===== config.mk =====
export PLATFORM = sky130hd
export DESIGN_NAME = rtc_irq_unit
export DESIGN_NICKNAME = d
export VERILOG_FILES = /design/src/rtl/rtc_pkg.sv /design/src/rtl/rtc_datapath.sv /design/src/rtl/rtc_ctrl.sv /design/src/rtl/rtc_irq_unit.sv
export SDC_FILE = /design/constraint.sdc
export NUM_CORES = 1
export LEC_CHECK = 0
export BUFFER_PORTS_ARGS = -buffer_cell sky130_fd_sc_hd__buf_4
export CORE_ASPECT_RATIO = 0.9
export CORE_MARGIN = 8
export CORE_UTILIZATION = 40
export CTS_CLUSTER_SIZE = 40
export DETAILED_ROUTE_END_ITERATION = 10
export PLACE_DENSITY_LB_ADDON = 0.15
export SETUP_SLACK_MARGIN = 0.02
export SLEW_MARGIN = 20
export SYNTH_ARGS = -nofsm -noshare
export SYNTH_HDL_FRONTEND = slang
export SYNTH_SLANG_ARGS = --single-unit

===== constraint.sdc =====
create_clock -name clk -period 4.4 [get_ports clk]
set_input_delay 0.66 -clock clk [delete_from_list [all_inputs] [get_ports clk]]
set_output_delay 0.66 -clock clk [all_outputs]
set_load 0.1 [all_outputs]

===== src/rtl/rtc_pkg.sv =====
package rtc_pkg;
  localparam int NSRC = 3;
  localparam int SRC_DAY = 0;
  localparam int SRC_SEC = 1;
  localparam int SRC_ALM = 2;
  localparam int FLAG_LSB = 4;

  localparam logic [2:0] ADDR_SEC = 3'd0;
  localparam logic [2:0] ADDR_MIN = 3'd1;
  localparam logic [2:0] ADDR_HOUR = 3'd2;
  localparam logic [2:0] ADDR_ALM_MIN = 3'd3;
  localparam logic [2:0] ADDR_ALM_HOUR = 3'd4;
  localparam logic [2:0] ADDR_CTRL = 3'd5;

  typedef struct packed {
    logic ldSec;
    logic ldMin;
    logic ldHour;
    logic ldAlmMin;
    logic ldAlmHour;
    logic ldCtrl;
    logic advance;
  } rtcStrobe_t;
endpackage


===== src/rtl/rtc_datapath.sv =====
module rtc_datapath
  import rtc_pkg::*;
#(
  parameter int SECS = 60,
  parameter int MINS = 60,
  parameter int HOURS = 24,
  parameter int DW = 8,
  localparam int SW = $clog2(SECS),
  localparam int MW = $clog2(MINS),
  localparam int HW = $clog2(HOURS)
) (
  input  logic clk,
  input  logic rstN,
  input  rtcStrobe_t stb,
  input  logic [DW-1:0] wrData,
  output logic [SW-1:0] curSec,
  output logic [MW-1:0] curMin,
  output logic [HW-1:0] curHour,
  output logic dayWrap,
  output logic almMatch
);
  logic [MW-1:0] almMin;
  logic [HW-1:0] almHour;
  logic secLast, minLast, hourLast;
  logic unusedData;

  assign unusedData = ^wrData;
  assign secLast = (curSec >= SW'(SECS - 1));
  assign minLast = (curMin >= MW'(MINS - 1));
  assign hourLast = (curHour >= HW'(HOURS - 1));

  always_ff @(posedge clk) begin
    if (!rstN) begin
      curSec <= '0;
      curMin <= '0;
      curHour <= '0;
      almMin <= '0;
      almHour <= '0;
    end else begin
      if (stb.ldSec) curSec <= wrData[SW-1:0];
      else if (stb.advance) curSec <= secLast ? '0 : curSec + 1'b1;

      if (stb.ldMin) curMin <= wrData[MW-1:0];
      else if (stb.advance && secLast) curMin <= minLast ? '0 : curMin + 1'b1;

      if (stb.ldHour) curHour <= wrData[HW-1:0];
      else if (stb.advance && secLast && minLast) curHour <= hourLast ? '0 : curHour + 1'b1;

      if (stb.ldAlmMin) almMin <= wrData[MW-1:0];
      if (stb.ldAlmHour) almHour <= wrData[HW-1:0];
    end
  end

  assign dayWrap = stb.advance && secLast && minLast && hourLast;
  assign almMatch = (almHour == curHour) && (almMin == curMin);


  sec_step_chk: assert property (@(posedge clk) disable iff (!rstN)
    (stb.advance && !stb.ldSec && !secLast) |=> (curSec == SW'($past(curSec) + 1'b1)));


  load_prio_chk: assert property (@(posedge clk) disable iff (!rstN)
    stb.ldSec |=> (curSec == $past(wrData[SW-1:0])));
endmodule


===== src/rtl/rtc_ctrl.sv =====
module rtc_ctrl
  import rtc_pkg::*;
#(
  parameter int DW = 8
) (
  input  logic clk,
  input  logic rstN,
  input  logic tickSec,
  input  logic wrEn,
  input  logic [2:0] wrAddr,
  input  logic [DW-1:0] wrData,
  input  logic cpuMask,
  input  logic dayWrap,
  input  logic almMatch,
  output rtcStrobe_t stb,
  output logic [NSRC-1:0] srcEn,
  output logic [NSRC-1:0] srcFlag,
  output logic irqReq
);
  logic [NSRC-1:0] setVec;
  logic timeWr;
  logic unusedData;

  assign unusedData = ^wrData;

  always_comb begin
    stb = '0;
    if (wrEn) begin
      case (wrAddr)
        ADDR_SEC:      stb.ldSec = 1'b1;
        ADDR_MIN:      stb.ldMin = 1'b1;
        ADDR_HOUR:     stb.ldHour = 1'b1;
        ADDR_ALM_MIN:  stb.ldAlmMin = 1'b1;
        ADDR_ALM_HOUR: stb.ldAlmHour = 1'b1;
        ADDR_CTRL:     stb.ldCtrl = 1'b1;
        default: ;
      endcase
    end
    timeWr = stb.ldSec | stb.ldMin | stb.ldHour;
    stb.advance = tickSec && !timeWr;
  end

  always_comb begin
    setVec = '0;
    setVec[SRC_DAY] = dayWrap;
    setVec[SRC_SEC] = tickSec;
    setVec[SRC_ALM] = almMatch;
  end

  always_ff @(posedge clk) begin
    if (!rstN) srcEn <= '0;
    else if (stb.ldCtrl) srcEn <= wrData[NSRC-1:0];
  end

  for (genvar g = 0; g < NSRC; g++) begin : gFlag
    always_ff @(posedge clk) begin
      if (!rstN) srcFlag[g] <= 1'b0;
      else if (srcEn[g] && setVec[g]) srcFlag[g] <= 1'b1;
      else if (stb.ldCtrl && wrData[FLAG_LSB+g]) srcFlag[g] <= 1'b0;
    end
  end

  assign irqReq = !cpuMask && |(srcEn & srcFlag);


  alarm_level_chk: assert property (@(posedge clk) disable iff (!rstN)
    (srcEn[SRC_ALM] && almMatch) |=> srcFlag[SRC_ALM]);


  day_set_chk: assert property (@(posedge clk) disable iff (!rstN)
    (srcEn[SRC_DAY] && dayWrap) |=> srcFlag[SRC_DAY]);


  sec_gate_chk: assert property (@(posedge clk) disable iff (!rstN)
    (!srcEn[SRC_SEC] && !srcFlag[SRC_SEC]) |=> !srcFlag[SRC_SEC]);


  w1c_chk: assert property (@(posedge clk) disable iff (!rstN)
    (stb.ldCtrl && wrData[FLAG_LSB+SRC_SEC] && !(srcEn[SRC_SEC] && tickSec))
      |=> !srcFlag[SRC_SEC]);
endmodule


===== src/rtl/rtc_irq_unit.sv =====
module rtc_irq_unit
  import rtc_pkg::*;
#(
  parameter int SECS = 60,
  parameter int MINS = 60,
  parameter int HOURS = 24,
  parameter int DW = 8,
  localparam int SW = $clog2(SECS),
  localparam int MW = $clog2(MINS),
  localparam int HW = $clog2(HOURS)
) (
  input  logic clk,
  input  logic rstN,
  input  logic tickSec,
  input  logic wrEn,
  input  logic [2:0] wrAddr,
  input  logic [DW-1:0] wrData,
  input  logic cpuMask,
  output logic irqReq,
  output logic [SW-1:0] curSec,
  output logic [MW-1:0] curMin,
  output logic [HW-1:0] curHour,
  output logic [7:0] statusOut
);
  rtcStrobe_t stb;
  logic dayWrap, almMatch;
  logic [NSRC-1:0] srcEn, srcFlag;

  rtc_ctrl #(.DW(DW)) uCtrl (
    .clk(clk), .rstN(rstN), .tickSec(tickSec), .wrEn(wrEn), .wrAddr(wrAddr),
    .wrData(wrData), .cpuMask(cpuMask), .dayWrap(dayWrap), .almMatch(almMatch),
    .stb(stb), .srcEn(srcEn), .srcFlag(srcFlag), .irqReq(irqReq)
  );

  rtc_datapath #(.SECS(SECS), .MINS(MINS), .HOURS(HOURS), .DW(DW)) uData (
    .clk(clk), .rstN(rstN), .stb(stb), .wrData(wrData),
    .curSec(curSec), .curMin(curMin), .curHour(curHour),
    .dayWrap(dayWrap), .almMatch(almMatch)
  );

  assign statusOut = {1'b0, srcFlag, 1'b0, srcEn};


  mask_block_chk: assert property (@(posedge clk) disable iff (!rstN)
    cpuMask |-> !irqReq);
endmodule


==> run metrics <==
status=complete, no violations; Slew HR=51.1%; H-tree depth=2; Distinct cells, synth=51; PwrDens=320 nW/um^2; post-CTS setup buffers=0; Tot GR Track Use=15.6%; R2R cell count=5; synthesized instance count=231; Yosys warning total=0; DRC=0; post-DR vias/cell=5.42; DP HPWL=3900 um; Seq cells post-synth=34; vias in the first global route=1686; number of flops mapped to enable cells by yosys=0; synthesized cell area=1950 sq um; Sink Count=34; Worst-Margin Slew=0.733 ns; final hold viol count=0; GR Overflow Total=0; Clock Skew=0.00422 ns; crit path time final=1.99 ns; Synth async-reset ratio=0%; sequential area share after synthesis=34.9%; Placer Congestion=0.806; Starting Density=40.9%; WL final=5420 um; CP required=4.61 ns; placed cell areas=2230 sq um; RSZ-0062 raised after global routing=no; clk_lat worst skew=0.29 ns; Max Cap Violations=0; drt pass-1 iters=4; crit end category=flop; leak pwr=0.869 nW; Avg Inst Size Synth=8.44 sq um; antenna cell count=0; worst hold path type=reg2reg; initial antenna violation count=0; fraction of layout cells with a size suffix above 1=20.2%; largest net degree at the start of global routing=24; max-slew violation count=0; Setup crit start kind=flop; Synth Flop Type=dfxtp_1; flop-to-flop setup slack=2.41 ns; final instance area=2330 sq um; CTS buffer count=5; Tot Pwr=0.000747 W; VDD IR max=0.156 mV; die width=89.6 um; Fmax=501 MHz; cts-stage hold buffer count=0; Vert. Die Dim=82.3 um; P&R area growth vs syn=19.6%; Worst-path clk slew=0.07 ns; worst path arrival time=2.20 ns; hold_ws=0.481 ns; # setup viols final=0; R2R Path End=uData.curHour[4]; Reg2Reg Launch Point=uData.curMin[0]; Core ar.=4770 sq um; drt initial violations=116; fin util=48.8%; TNS Setup=0 ns; Hold EP=uCtrl.srcFlag[2]; clk buf depth=2; IO buf count=38; post-route ant nets=0; WHS Path Cells=2; CP max FO=8; first-pass GRT wire length=8700 um; Setup CP Type=reg2reg; # rows=24; routed vias=1779; nets=281; hold path start=uCtrl.srcFlag[2]; root buffer cell=clkbuf_8; die area=7370 sq um; wire length per cell=16.5 um; Final period util=45.3%; post-CTS sizing=0; io pins=42; TritonCTS clock tree=built
-- area by class of cell --
cell class | instances | area, sq um
timing repair buffer | 38 | 285
fill | 475 | 2440
inverter | 6 | 22.5
clock inverter | 1 | 30.0
multi-input combinational | 177 | 1160
clock buffer | 7 | 76.3
tap | 65 | 81.3
sequential | 34 | 681
-- worst max-delay path, stage by stage, from the launching register on --
cell       delay [ns]
dfxtp_1          0.47
ha_1             0.29
o2111ai_1        0.23
a2111oi_4        0.57
o21ai_0          0.20
a31oi_1          0.16
-- state kept, by name (all words and copies together), names as in the netlist --
register / cells
uData.almMin: 6
uData.almHour: 5
uData.curMin: 6
uCtrl.srcEn: 3
uData.curSec: 6
uCtrl.srcFlag: 3
uData.curHour: 5
-- report_power, final --
part           leakage, nW  switching (W)  internal, W  total, W
Sequential           0.276      0.0000142     0.000317  0.000331
Clock               0.0524       0.000115     0.000170  0.000284
Combinational        0.541      0.0000967    0.0000356  0.000132
Total                0.869       0.000225     0.000522  0.000747
-- routing by layer --
| metal | vias up | track usage (%) | part of all wire (%) |
|---|---|---|---|
| met4 | 0 | 6.63 | 1.2 |
| met1 | 832 | 20.7 | 48 |
| li1 | 903 | - | - |
| met5 | - | 0 | 0 |
| met3 | 7 | 3.76 | 5.6 |
| met2 | 37 | 23.4 | 46 |
-- cell families after synthesis --
kind of cell	count (synthesis)	synth area share (%)
buffers and inverters	21	6.03
and+or+nand+nor	81	21.2
adders and majority gates	3	1.92
xor gates and xnor gates	14	6.29
AOI/OAI and AO/OA	64	22.7
muxes	13	6.80
DFF	34	34.9
other	1	0.192
-- worst max path at each step --
stage,start,endpoint,slack [ns],cells after the start
2_1_floorplan,uCtrl.srcEn[0],irqReq,1.22,2
3_3_place_gp,wrAddr[1],uData.curMin[2],2.35,5
3_5_place_dp,wrAddr[1],uData.curMin[2],2.36,5
4_1_cts,uData.curMin[0],uData.curHour[4],2.40,5
5_1_grt,uData.curMin[0],uData.curHour[4],2.19,5
6_report,uData.curMin[0],uData.curHour[4],2.41,5
-- per-stage QoR --
stage / std cells / setup WS [ns]
after floorplan: 232 / 1.22
after detailed placement: 320 / 2.36
after global routing: 328 / 2.19
after CTS: 328 / 2.40
final: 328 / 2.41
after global placement: 320 / 2.35
-- synthesized netlist by cell type (2+ instances only) --
library cell  count  area (sq um)
o21ai_0          19          95.1
buf_4             4          30.0
nand4b_1          2          17.5
or3_1             7          43.8
mux2i_1          11           110
clkbuf_1          6          22.5
o211ai_1          2          15.0
a31oi_1          13          81.3
nand2_1          27           101
a21oi_1          12          60.1
mux2_2            2          22.5
nand3_1          12          60.1
o2111ai_1         3          26.3
nor2_1           15          56.3
ha_1              3          37.5
buf_6             2          22.5
dfxtp_1          34           681
nor3_1            2          10.0
xnor2_1          12           105
a2111oi_0         2          17.5
xor2_1            2          17.5
and2_1            2          12.5
inv_1             6          22.5
nand4_1           4          25.0
-- placed cells by master (no fill, tap or decap), drive strengths merged, types with 3 or more instances in the layout --
master | Yosys | layout
buf | 7 | 38
dfxtp | 34 | 34
nand2 | 27 | 27
o21ai | 20 | 20
nor2 | 15 | 15
a31oi | 13 | 13
a21oi | 12 | 12
nand3 | 12 | 12
xnor2 | 12 | 12
mux2i | 11 | 11
or3 | 7 | 7
clkbuf | 7 | 7
inv | 6 | 6
nand4 | 4 | 4
o2111ai | 4 | 4
ha | 3 | 3
and2 | 3 | 3
a2111oi | 3 | 3
o211ai | 3 | 3
Power figures use the tool's default switching activity.
